## config.mk

```make
export PLATFORM = sky130hd
export DESIGN_NAME = uart_irq_gen
export DESIGN_NICKNAME = d
export VERILOG_FILES = /design/src/rtl/uart_irq_pkg.sv /design/src/rtl/uart_irq_tx_cond.sv /design/src/rtl/uart_irq_rx_cond.sv /design/src/rtl/uart_irq_out.sv /design/src/rtl/uart_irq_gen.sv
export SDC_FILE = /design/constraint.sdc
export NUM_CORES = 1
export LEC_CHECK = 0
export ABC_AREA = 1
export BUFFER_PORTS_ARGS = -buffer_cell sky130_fd_sc_hd__buf_2
export CORE_AREA = 4 4 41 43
export CTS_CLUSTER_DIAMETER = 80
export DETAILED_ROUTE_END_ITERATION = 10
export DIE_AREA = 0 0 45 47
export PLACE_DENSITY = 0.73
export SETUP_SLACK_MARGIN = 0.05
export SYNTH_ARGS = -nofsm -noshare
export SYNTH_HDL_FRONTEND = slang
export SYNTH_SLANG_ARGS = --single-unit
```

## constraint.sdc

```tcl
create_clock -name clk_i -period 0.8 [get_ports clk_i]
set_input_delay 0.08 -clock clk_i [delete_from_list [all_inputs] [get_ports clk_i]]
set_output_delay 0.08 -clock clk_i [all_outputs]
set_load 0.01 [all_outputs]
```

## src/rtl/uart_irq_pkg.sv

```systemverilog
package uart_irq_pkg;
  typedef enum logic [1:0] {
    TXM_HOLD       = 2'b00,
    TXM_FIFO       = 2'b01,
    TXM_DRAIN      = 2'b10,
    TXM_FIFO_DRAIN = 2'b11
  } tx_mode_e;

  function automatic tx_mode_e tx_mode(input logic fifo_en, input logic auto_dir);
    return tx_mode_e'({auto_dir, fifo_en});
  endfunction
endpackage

```

## src/rtl/uart_irq_tx_cond.sv

```systemverilog
module uart_irq_tx_cond
  import uart_irq_pkg::*;
#(
  parameter int LVL_W = 7
) (
  input  logic             clk_i,
  input  logic             rst_ni,
  input  tx_mode_e         mode_i,
  input  logic [LVL_W-1:0] lvl_i,
  input  logic [LVL_W-1:0] trig_i,
  input  logic             tsr_empty_i,
  output logic             req_o
);
  logic empty, below;

  assign empty = (lvl_i == '0);
  assign below = (lvl_i < trig_i);

  always_comb begin
    unique case (mode_i)
      TXM_HOLD:       req_o = empty;
      TXM_FIFO:       req_o = below || empty;
      TXM_DRAIN:      req_o = empty && tsr_empty_i;
      TXM_FIFO_DRAIN: req_o = below || (empty && tsr_empty_i);
      default:        req_o = 1'b0;
    endcase
  end

  // drain mode never requests while the shift register is busy
  assert_drain_waits_R4: assert property (@(posedge clk_i) disable iff (!rst_ni)
    (mode_i == TXM_DRAIN && !tsr_empty_i) |-> !req_o);
  // a FIFO at or above its nonzero trigger gives no request
  assert_fifo_full_quiet_R3: assert property (@(posedge clk_i) disable iff (!rst_ni)
    (mode_i == TXM_FIFO && lvl_i != '0 && lvl_i >= trig_i) |-> !req_o);
endmodule

```

## src/rtl/uart_irq_rx_cond.sv

```systemverilog
module uart_irq_rx_cond #(
  parameter int LVL_W = 7
) (
  input  logic             clk_i,
  input  logic             rst_ni,
  input  logic             fifo_en_i,
  input  logic [LVL_W-1:0] lvl_i,
  input  logic [LVL_W-1:0] trig_i,
  output logic             req_o
);
  logic has_data;

  assign has_data = (lvl_i != '0);
  assign req_o    = has_data && (!fifo_en_i || (lvl_i >= trig_i));

  // single-byte mode requests on any received byte
  assert_rx_byte_req_R6: assert property (@(posedge clk_i) disable iff (!rst_ni)
    (!fifo_en_i && lvl_i != '0) |-> req_o);
  // an empty receiver never requests
  assert_rx_empty_quiet_R7: assert property (@(posedge clk_i) disable iff (!rst_ni)
    (lvl_i == '0) |-> !req_o);
endmodule

```

## src/rtl/uart_irq_out.sv

```systemverilog
module uart_irq_out #(
  parameter int N_SRC = 2
) (
  input  logic             clk_i,
  input  logic             rst_ni,
  input  logic [N_SRC-1:0] req_i,
  input  logic [N_SRC-1:0] en_i,
  output logic             irq_no
);
  logic [N_SRC-1:0] gated;
  logic             irq_q;

  for (genvar g = 0; g < N_SRC; g++) begin : g_src
    assign gated[g] = req_i[g] & en_i[g];
  end

  always_ff @(posedge clk_i or negedge rst_ni) begin
    if (!rst_ni) irq_q <= 1'b1;
    else         irq_q <= ~(|gated);
  end

  assign irq_no = irq_q;

  // all sources masked keeps the pin inactive on the next cycle
  assert_masked_idle_R8: assert property (@(posedge clk_i) disable iff (!rst_ni)
    (en_i == '0) |=> irq_no);
  // a low pin was caused by an enable sampled one edge earlier
  assert_low_has_cause_R10: assert property (@(posedge clk_i) disable iff (!rst_ni)
    !irq_no |-> $past(en_i != '0));
endmodule

```

## src/rtl/uart_irq_gen.sv

```systemverilog
module uart_irq_gen
  import uart_irq_pkg::*;
#(
  parameter int DEPTH = 64,
  localparam int LVL_W = $clog2(DEPTH + 1)
) (
  input  logic             clk_i,
  input  logic             rst_ni,
  input  logic             fifo_en_i,
  input  logic             auto_dir_i,
  input  logic [LVL_W-1:0] tx_lvl_i,
  input  logic [LVL_W-1:0] tx_trig_i,
  input  logic             tsr_empty_i,
  input  logic [LVL_W-1:0] rx_lvl_i,
  input  logic [LVL_W-1:0] rx_trig_i,
  input  logic             tx_ie_i,
  input  logic             rx_ie_i,
  output logic             irq_no
);
  localparam int N_SRC  = 2;
  localparam int SRC_TX = 0;
  localparam int SRC_RX = 1;

  logic [N_SRC-1:0] req, en;

  uart_irq_tx_cond #(.LVL_W(LVL_W)) u_tx (
    .clk_i       (clk_i),
    .rst_ni      (rst_ni),
    .mode_i      (tx_mode(fifo_en_i, auto_dir_i)),
    .lvl_i       (tx_lvl_i),
    .trig_i      (tx_trig_i),
    .tsr_empty_i (tsr_empty_i),
    .req_o       (req[SRC_TX])
  );

  uart_irq_rx_cond #(.LVL_W(LVL_W)) u_rx (
    .clk_i     (clk_i),
    .rst_ni    (rst_ni),
    .fifo_en_i (fifo_en_i),
    .lvl_i     (rx_lvl_i),
    .trig_i    (rx_trig_i),
    .req_o     (req[SRC_RX])
  );

  assign en[SRC_TX] = tx_ie_i;
  assign en[SRC_RX] = rx_ie_i;

  uart_irq_out #(.N_SRC(N_SRC)) u_out (
    .clk_i  (clk_i),
    .rst_ni (rst_ni),
    .req_i  (req),
    .en_i   (en),
    .irq_no (irq_no)
  );

  // an enabled received byte in single-byte mode pulls the pin low next cycle
  assert_rx_pulls_low_R9: assert property (@(posedge clk_i) disable iff (!rst_ni)
    (rx_ie_i && !fifo_en_i && rx_lvl_i != '0) |=> !irq_no);
endmodule

```

Word level (Yosys, flattened, before mapping)
Index checks and enable logic that the tools add are counted.

operators by class
  $lt $le $gt $ge = 2
  eq/ne operators = 3
  muxes and demuxes = 1
  bitwise operators = 3
  reduce and logical (&&, ||, !) cells = 10

operators by type and width
  operator            number
  $ge 7x7->1          1
  $logic_not 7->1     1
  $lt 7x7->1          1
  $reduce_bool 7->1   1
  $eq 2x2->1 const B  2
  $pmux 1 s4          1
  $logic_or 1x1->1    3
  $and 1x1->1         2
  $eq 2x1->1 const B  1
  $logic_and 1x1->1   2
  $logic_not 2->1     1
  $reduce_or 2->1     1
  $logic_not 1->1     1
  $not 1->1           1

word-level totals
  flip-flop bits (word level) = 1
  input port bits = 35

Logic depth before layout (Yosys ltp)
Gate-level depths: netlist (run 1).

  depth in word-level cells = 7
  gate-level depth with buffers = 12

Modules after synthesis
From an unflattened synthesis (run 1), not the netlist that was laid out.

unflattened totals
  cell total of the unflattened synthesis = 82
  area total of the unflattened synthesis = 467.9 sq um

by module, submodules not included
  module            times used  cells an instance  area an instance (sq um)
  uart_irq_rx_cond  1           40                 227.7
  uart_irq_tx_cond  1           37                 198.9
  uart_irq_out      1           5                  41.3

Worst setup path before layout (run 1)
Ideal clock, no wire load.

  path kind = input to register
  from = input rx_trig_i[6]
  to = register u_out.irq_q, in the netlist u_out.irq_no
  data arrival time = 897 ps
  required time = 732 ps
  slack = -165 ps
  cell stages on the path = 9
  path buffers = 0
  cell sequence = inv_1 -> ha_1 -> nand2_2 -> inv_2 -> a21oi_2 -> nand3_1 -> nor2_1 -> nor2_1 -> a21oi_2

on the way
  longest elaborated chain between the ends = 6

RTL lines
  what                  line                    source
  start, declared       uart_irq_gen.sv:15      input logic [LVL_W-1:0] rx_trig_i,
  $ge 7x7->1            uart_irq_rx_cond.sv:14  assign req_o = has_data && (!fifo_en_i || (lvl_i >= trig_i));
  $logic_or 1x1->1      uart_irq_rx_cond.sv:14
  $logic_and 1x1->1     uart_irq_rx_cond.sv:14
  $and 1x1->1           uart_irq_out.sv:14      assign gated[g] = req_i[g] & en_i[g];
  $reduce_or 2->1       uart_irq_out.sv:19      else irq_q <= ~(|gated);
  $not 1->1             uart_irq_out.sv:19
  end signal, assigned  uart_irq_out.sv:19
  end, declared         uart_irq_out.sv:11      logic irq_q;

Every way passes these cells.

Worst setup path after layout (run 1)
  from = input rx_trig_i[4]
  to = register u_out.irq_q, in the netlist u_out.irq_no

Same word-level chain as after synthesis.

==> metrics list, run 1 <==
- Run status: complete, but fails checks
* Failing checks: setup timing
- Detailed-router iteration count before antenna repair: 4
- Startpoint of the worst setup timing path: rx_trig_i[4]
* Synth top area share: roughly 34%
- Util after Layout: 67.31%
- Total core area: 1301 µm²
- Placed instance area: around 830 µm²
- Pre-CTS WS: -0.3526 ns
- Global-route total usage across every layer: 12.53%
- YS warnings: 0
* Setup repair after global routing missed its margin: yes
- Data arrival time of the critical path: 1.00 ns
- Post-synthesis net count: 127
* Layout cell share with drive strength beyond 1: a little under three fifths
- Initial core utilization: between 30 and 40%
- Placer Congestion: 0.7226
- Critical path capture point type: flip-flop
* Antenna-violating nets left: 0
- For this design the top-level I/O count stands at 36.
* Static leakage: 0.4933 nW
- The number of antenna diodes in the final layout is 0.
- The finished cells cover 875.8 µm².
* Max Cap Violations: 0
- Wire length of the first global-routing pass: 2.090 mm
- Slack of the critical path: -0.2692 ns
- Counting I/O delays and the setup requirement, the final critical path takes 1.069 ns.
- After floorplanning, the core was divided into 13 placement rows.
- Pin count of the biggest net entering global routing: 4
- Clock-pin slew was measured on the worst setup and hold paths at 0 ns.
- By startpoint and endpoint, the worst setup path is classified as input port to flip-flop.
- The number of flip-flops under the largest register name came to 1.
- In this run the worst path has a maximum fanout of 3.
- Tightest Hold Check Type: input port to asynchronous set/reset pin
* Drt initial violations: 7
- Setup TNS: -0.2692 ns
- In this run, synthesis produced a sequential element count of 1.
- Congestion Overflow GR: 0
- Power density of the placed cells: 546.3 nW/µm²
* Required @ worst endpoint: 0.73 ns
- The initial antenna violation count came to 0.
- The hold violation total from the final report is 0.
* Via count of the first global-routing pass: 572
* Number of setup buffers added after CTS: 0
- The share of the Yosys chip area taken by registers is 5.556%.
- VDD sags by at most 0.2224 mV.
- Across all layers, the routed design uses 600 vias.
- Average detailed-routed wire length per instance: just under 10 µm
* Worst-Margin Slew: 0.2586 ns
* Number of nets in the final layout: around 170
- The floorplan step set the die height to roughly 47 µm.
* Remaining routing DRC violations: 0
* Final max-slew violation count: 0
- Based on the critical path, the design can be clocked at up to just over 900 MHz.
- The die is 45 µm wide.
- Counting distinct cell types in the post-synthesis netlist gives 17.
- Fin crit share: 133.7%
- Routed vias/inst: 4.412
* CP endpoint: u_out.irq_no
* Syn avg cell area: 5.987 µm²
* Cell taking the most area after synthesis: sky130_fd_sc_hd__ha_1
* Area contributors post-synth: sky130_fd_sc_hd__ha_1, sky130_fd_sc_hd__nand2_1, sky130_fd_sc_hd__inv_1
- The cell count after synthesis came out at 79.
- The die covers 2115 µm².
* Worst relative slew slack: 82.60%
- Synth Cell Area: 473.0 µm²
- DRT Wirelength: 1.324 mm
- Count of port buffers added during placement: 35
- From synthesis to final layout, the design area changed by 85.19%.
* Placed wire-length estimate: 1.212 mm
- The worst setup path is launched from an input port.
* # setup viols final: 1
Yosys cell counts (all sizes together):
| library cell | number |
|---|---|
| nor4 | 1 |
| o21ai | 1 |
| dfstp | 1 |
| inv | 21 |
| or2 | 1 |
| nor2 | 5 |
| a21oi | 5 |
| nand3 | 3 |
| a211oi | 1 |
| ha | 13 |
| clkinv | 1 |
| nand3b | 1 |
| nor3 | 2 |
| nand2 | 23 |
cell usage in the layout (no fill, tap or decap), drive strengths merged:
cell / instances
clkinv: 1
nand3b: 1
nor2: 5
a21oi: 5
o21ai: 1
or2: 1
nand2: 23
dfstp: 1
ha: 13
buf: 42
a211oi: 1
inv: 21
nor4: 1
nand3: 3
nor3: 2
where the power goes:
group	internal [W]	switching, W	leakage, nW
registers	0.0000610	0.000000983	0.0105
logic	0.000227	0.000190	0.483
clock network	0	0	0
area by class of cell:
cell class                      instances  area (µm²)
Multi-Input combinational cell         56       467.9
Fill cell                             120       425.4
Timing Repair Buffer                   42       262.8
Inverter                               22       100.1
Sequential cell                         1       26.28
Tap cell                               15       18.77
cells by family after synthesis:
kind of cell,Yosys count,share of synthesized area [%]
AOI/OAI and AO/OA,7,10.32
adders and majority gates,13,34.39
buffers and inverters,22,17.46
DFF,1,5.557
and+or+nand+nor,36,32.28
what timing repair did:
action	CTS	global route
endpoints found under the setup margin	1	1
endpoints found under the hold margin	0	0
pin swaps	17	6
gates resized for setup	9	3
hold buffers	0	0
worst min-delay path by stage:
| stage | to | slack, ns | cells past startpoint |
|---|---|---|---|
| final | u_out.irq_no | 0.02 | 1 |
| after floorplan | u_out.irq_no | -0.07 | 0 |
| after global placement | u_out.irq_no | 0.01 | 1 |
| after CTS | u_out.irq_no | 0.02 | 1 |
| after detailed placement | u_out.irq_no | 0.02 | 1 |
| after global routing | u_out.irq_no | 0.03 | 1 |
worst max-delay path, stage by stage:
cell and delay (ns):
sky130_fd_sc_hd__buf_2 0.10, sky130_fd_sc_hd__inv_2 0.06, sky130_fd_sc_hd__ha_4 0.20, sky130_fd_sc_hd__nand2_1 0.05, sky130_fd_sc_hd__nand2_1 0.06, sky130_fd_sc_hd__a21oi_2 0.12, sky130_fd_sc_hd__nand3_1 0.08, sky130_fd_sc_hd__nor2_1 0.09
sky130_fd_sc_hd__nor2_1 0.06, sky130_fd_sc_hd__a21oi_2 0.09
per-stage QoR:
| stage | total power (W) | hold WS, ns | instances |
|---|---|---|---|
| final | 0.0004785 | 0.01770 | 136 |
| after global routing | 0.0005339 | 0.02748 | 136 |
| after floorplan | 0.0002772 | -0.06784 | 79 |
| after global placement | 0.0004413 | 0.01380 | 136 |
| after detailed placement | 0.0004544 | 0.01942 | 136 |
| after CTS | 0.0004762 | 0.01981 | 136 |
per-layer routing:
layer / GRT usage (%) / routed length [µm]
met5: 0 / 0
met4: 0 / 0
met3: 0.7663 / 109
met1: 13.54 / 487
met2: 27.40 / 727
(Power assumes the default switching activity.)
==> run 2: changes to the inputs <==
--- a/config.mk
+++ b/config.mk
@@ -11,8 +11,9 @@
 export CTS_CLUSTER_DIAMETER = 80
 export DETAILED_ROUTE_END_ITERATION = 10
 export DIE_AREA = 0 0 45 47
-export PLACE_DENSITY = 0.73
+export PLACE_DENSITY = 0.72
 export SETUP_SLACK_MARGIN = 0.05
 export SYNTH_ARGS = -nofsm -noshare
 export SYNTH_HDL_FRONTEND = slang
+export SYNTH_HIERARCHICAL = 1
 export SYNTH_SLANG_ARGS = --single-unit
==> run 2 against run 1 <==
Effect of this change: the run still ends with setup timing left; via count rose by 2.3%; global-route usage rose by 0.24 points; fmax grew 0.77%; largest cell class unchanged; first-iteration DRC count is 14% lower; power decreased by 9.5%; largest power group unchanged; design area shrank 6.3%; synthesized cell count up 3.8%.
==> metrics list, run 2 <==
- Tmin final: 1.061 ns (-0.008197 ns)
- Crit path buf inv count: 2 (unchanged)
- The data required time of the worst path came to 0.73 ns (about the same).
- Pin count of the biggest net entering global routing: 3 (-1)
- The number of global-route vias before repair was 589 (+3.0%).
* Placed wire-length estimate: 1.175 mm (-3.0%)
- Average detailed-routed wire length per instance: 9.474 µm (-2.7%)
* Max FO, Critical Path: 2 (-1)
- The maximum operating frequency was 942.5 MHz (+0.77%).
* Worst-Margin Slew: 0.2531 ns (-0.005539 ns)
- STA classifies the critical path startpoint as an input port.
- Worst hold slack: 0.01594 ns (-0.001762 ns)
* Util after Layout: 63.08% (-4.2 points)
- Commonest register cell after synthesis: sky130_fd_sc_hd__dfstp_2
* Failing checks: setup timing
* Number of nets in the final layout: 172 (+0.58%)
- The share of the clock period used by the worst path after layout was 132.6% (-1.0 points).
- The final antenna diode count was 0 (unchanged).
- Kind of critical path: input port to flip-flop
- The slowest stage of the critical path is the sky130_fd_sc_hd__ha_1 cell.
* Top cells by count, synth: sky130_fd_sc_hd__nand2_1, sky130_fd_sc_hd__inv_1, sky130_fd_sc_hd__ha_1
* Setup repair after global routing missed its margin: yes
* Leading cell type in the layout, fill and taps excluded: sky130_fd_sc_hd__buf_2
- Clock Pin Slew Worst Setup and Hold Paths: 0 ns (unchanged)
* Largest voltage drop on the vdd net: 0.2344 mV (+5.4%)
- The count of flip-flops with a built-in enable after synthesis came to 0 (unchanged).
- Synth Cell Area: 467.9 µm² (-1.1%)
* Most frequently used cell type in the post-synthesis netlist: sky130_fd_sc_hd__nand2_1
* Data arrival time of the critical path: 0.99 ns (about the same)
- The overall die width came to 45 µm (unchanged).
- The fraction of the mapped netlist area in adder cells is 34.76% (+0.37 points).
- Post-synth ARST share: 100.0% (unchanged)
* Combinational family with the most area after synthesis: adder cells
* Antenna-violating nets left: 0 (unchanged)
- Syn avg cell area: 5.707 µm² (-4.7%)
- The placed instance area was 769.5 µm² (-6.8%).
- The synthesized design spends more area on one cell type than any other, namely sky130_fd_sc_hd__ha_1.
- Static leakage: 0.5114 nW (+3.7%)
* Antenna violations before repair: 0 (unchanged)
- The via total after detailed routing was 614 (+2.3%).
- The number of I/O pins was 36 (unchanged).
- The synthesized-area fraction occupied by ao, oa, aoi and oai cells came to 5.348% (-5.0 points).
* Congestion Overflow GR: 0 (unchanged)
- Number of unique standard cell types used by synthesis: 12 (-5)
- DRT Wirelength: 1.298 mm (-2.0%)
- The multiplexer share of the synthesized area was 0% (unchanged).
- Run status: complete, but fails checks
- Max Cap Violations: 0 (unchanged)
- The full die area was 2115 µm² (unchanged).
* Area contributors post-synth: sky130_fd_sc_hd__ha_1, sky130_fd_sc_hd__nand2_1, sky130_fd_sc_hd__inv_1
- Cell type with the highest occurrence count on the critical path: sky130_fd_sc_hd__nand2_1
* Wire length of the first global-routing pass: 2.035 mm (-2.6%)
* Row Count: 13 (unchanged)
- Post-synthesis net count: 130 (+2.4%)
- The count of final setup violators was 1 (unchanged).
- The number of flip-flops under the largest register name came to 1 (unchanged).
* Final instance area: 820.8 µm² (-6.3%)
- From synthesis to final layout, the design area changed by 75.40%.
- Worst relative slew slack: 82.97% (+0.37 points)
- In this run the worst hold path is classified as input port to asynchronous set/reset pin.
- The final sum of negative setup slack came to -0.2610 ns (+0.008197 ns).
- The count of input and output buffers came to 35 (unchanged).
- The vertical die dimension came to 47 µm (unchanged).
- Crit path max-delay family: simple AND/OR/NAND/NOR gates
- Power density of the placed cells: 527.7 nW/µm² (-3.4%)
* Xor/xnor share of the synthesized area: 0% (unchanged)
- Number of register bits inferred by synthesis: 1 (unchanged)
- Remaining routing DRC violations: 0 (unchanged)
- Quantity of hold-fixing buffers added after cts: 0 (unchanged)
- The hold violation total from the final report is 0 (unchanged).
- Routed vias/inst: 4.482 (+1.6%)
- The simple-gate share of the synthesized area came to 34.22% (+1.9 points).
- Synth top area share: 34.76% (+0.37 points)
- The sequential share of the synthesized area is 5.615% (+0.059 points).
* Slowest stage delay, CP: 0.30 ns (+0.10 ns)
* Top library cells by usage in the layout, fill and taps aside: sky130_fd_sc_hd__buf_2, sky130_fd_sc_hd__nand2_1, sky130_fd_sc_hd__inv_1, sky130_fd_sc_hd__ha_1
- Placer Congestion: 0.7530 (+4.2%)
* Slack of the critical path: -0.2610 ns (+0.008197 ns)
* Drt initial violations: 6 (-1)
- Critical path capture point type: flip-flop
- The gate count after technology mapping is 82 (+3.8%).
* Final max-slew violation count: 0 (unchanged)
- YS warnings: 6 (+6)
- Walking the worst path, the cells encountered are buf_2 -> ha_1 -> a21oi_1 -> nand2_1 -> nand2_1 -> nand2_1 -> nand2_1 -> nand2_1 -> nand2_1 -> inv_1.
- Total core area: 1301 µm² (unchanged)
- The starting utilization of the core area came to 35.96% (-0.38 points).
- The buffer count from post-CTS setup fixing was 0 (unchanged).
- The first-pass detailed-route iteration total is 4 (unchanged).
- The all-layer global routing usage is 12.77% (+0.24 points).
- Layout cell share with drive strength beyond 1: 44.26% (-12 points)
==> run 2: changes by cell type after synthesis, moves of 2 or more <==
cell,change
sky130_fd_sc_hd__a21oi_2,-2
sky130_fd_sc_hd__nand2_1,+6
sky130_fd_sc_hd__inv_2,-5
sky130_fd_sc_hd__inv_1,+9
sky130_fd_sc_hd__a21oi_1,+2
sky130_fd_sc_hd__nand3_1,-2
==> run 2: path summary, 6_finish.rpt <==
kind                                end  cells after the start         from  slack (ns)
max                        u_out/irq_no                     10  tx_lvl_i[4]       -0.26
min                        u_out/irq_no                      1       rst_ni        0.02
max in group asynchronous  u_out/irq_no                      1       rst_ni        0.76
min in group clk_i         u_out/irq_no                      4      tx_ie_i        0.29
==> run 2: report_power, final <==
part           internal, W  leakage (nW)  switching, W   total, W
clock network            0             0             0          0
logic             0.000201         0.501      0.000170   0.000371
registers        0.0000610        0.0105    0.00000106  0.0000621
total             0.000262         0.511      0.000171   0.000433
==> run 2: area by class of cell <==
class | count | area [µm²]
Multi-Input combinational cell | 56 | 420.4
Inverter | 25 | 113.9
Timing Repair Buffer | 40 | 241.5
Fill cell | 125 | 480.5
Sequential cell | 1 | 26.28
Tap cell | 15 | 18.77
==> run 2: kinds of logic (layout without fill, tap and decap cells) <==
logic type / count (synthesis) / after routing
AND/OR/NAND/NOR: 38 / 38
buffers and inverters: 25 / 65
adder cells (fa/ha/maj): 13 / 13
AO/OA/AOI/OAI: 5 / 5
flip-flops: 1 / 1
==> run 2: through the flow <==
step / cells / power [W] / worst slack, ns
floorplan: 82 / 0.0002341 / -0.09782
global placement: 137 / 0.0003826 / -0.3232
detailed placement: 137 / 0.0003976 / -0.3438
CTS: 137 / 0.0004254 / -0.2610
global route: 137 / 0.0004898 / -0.3826
finish: 137 / 0.0004331 / -0.2610
==> run 2: layer usage <==
metal / vias up / GRT usage (%) / share of wire, %
met5: - / 0 / 0
met4: 0 / 4.678 / 3.4
met3: 4 / 0.7663 / 10
met2: 27 / 28.81 / 55
met1: 258 / 11.29 / 32
li1: 325 / - / -
==> run 2: repair_timing <==
item,in CTS,in global routing
endpoints found under the setup margin,1,1
pin swaps,7,4
resized for setup,10,2
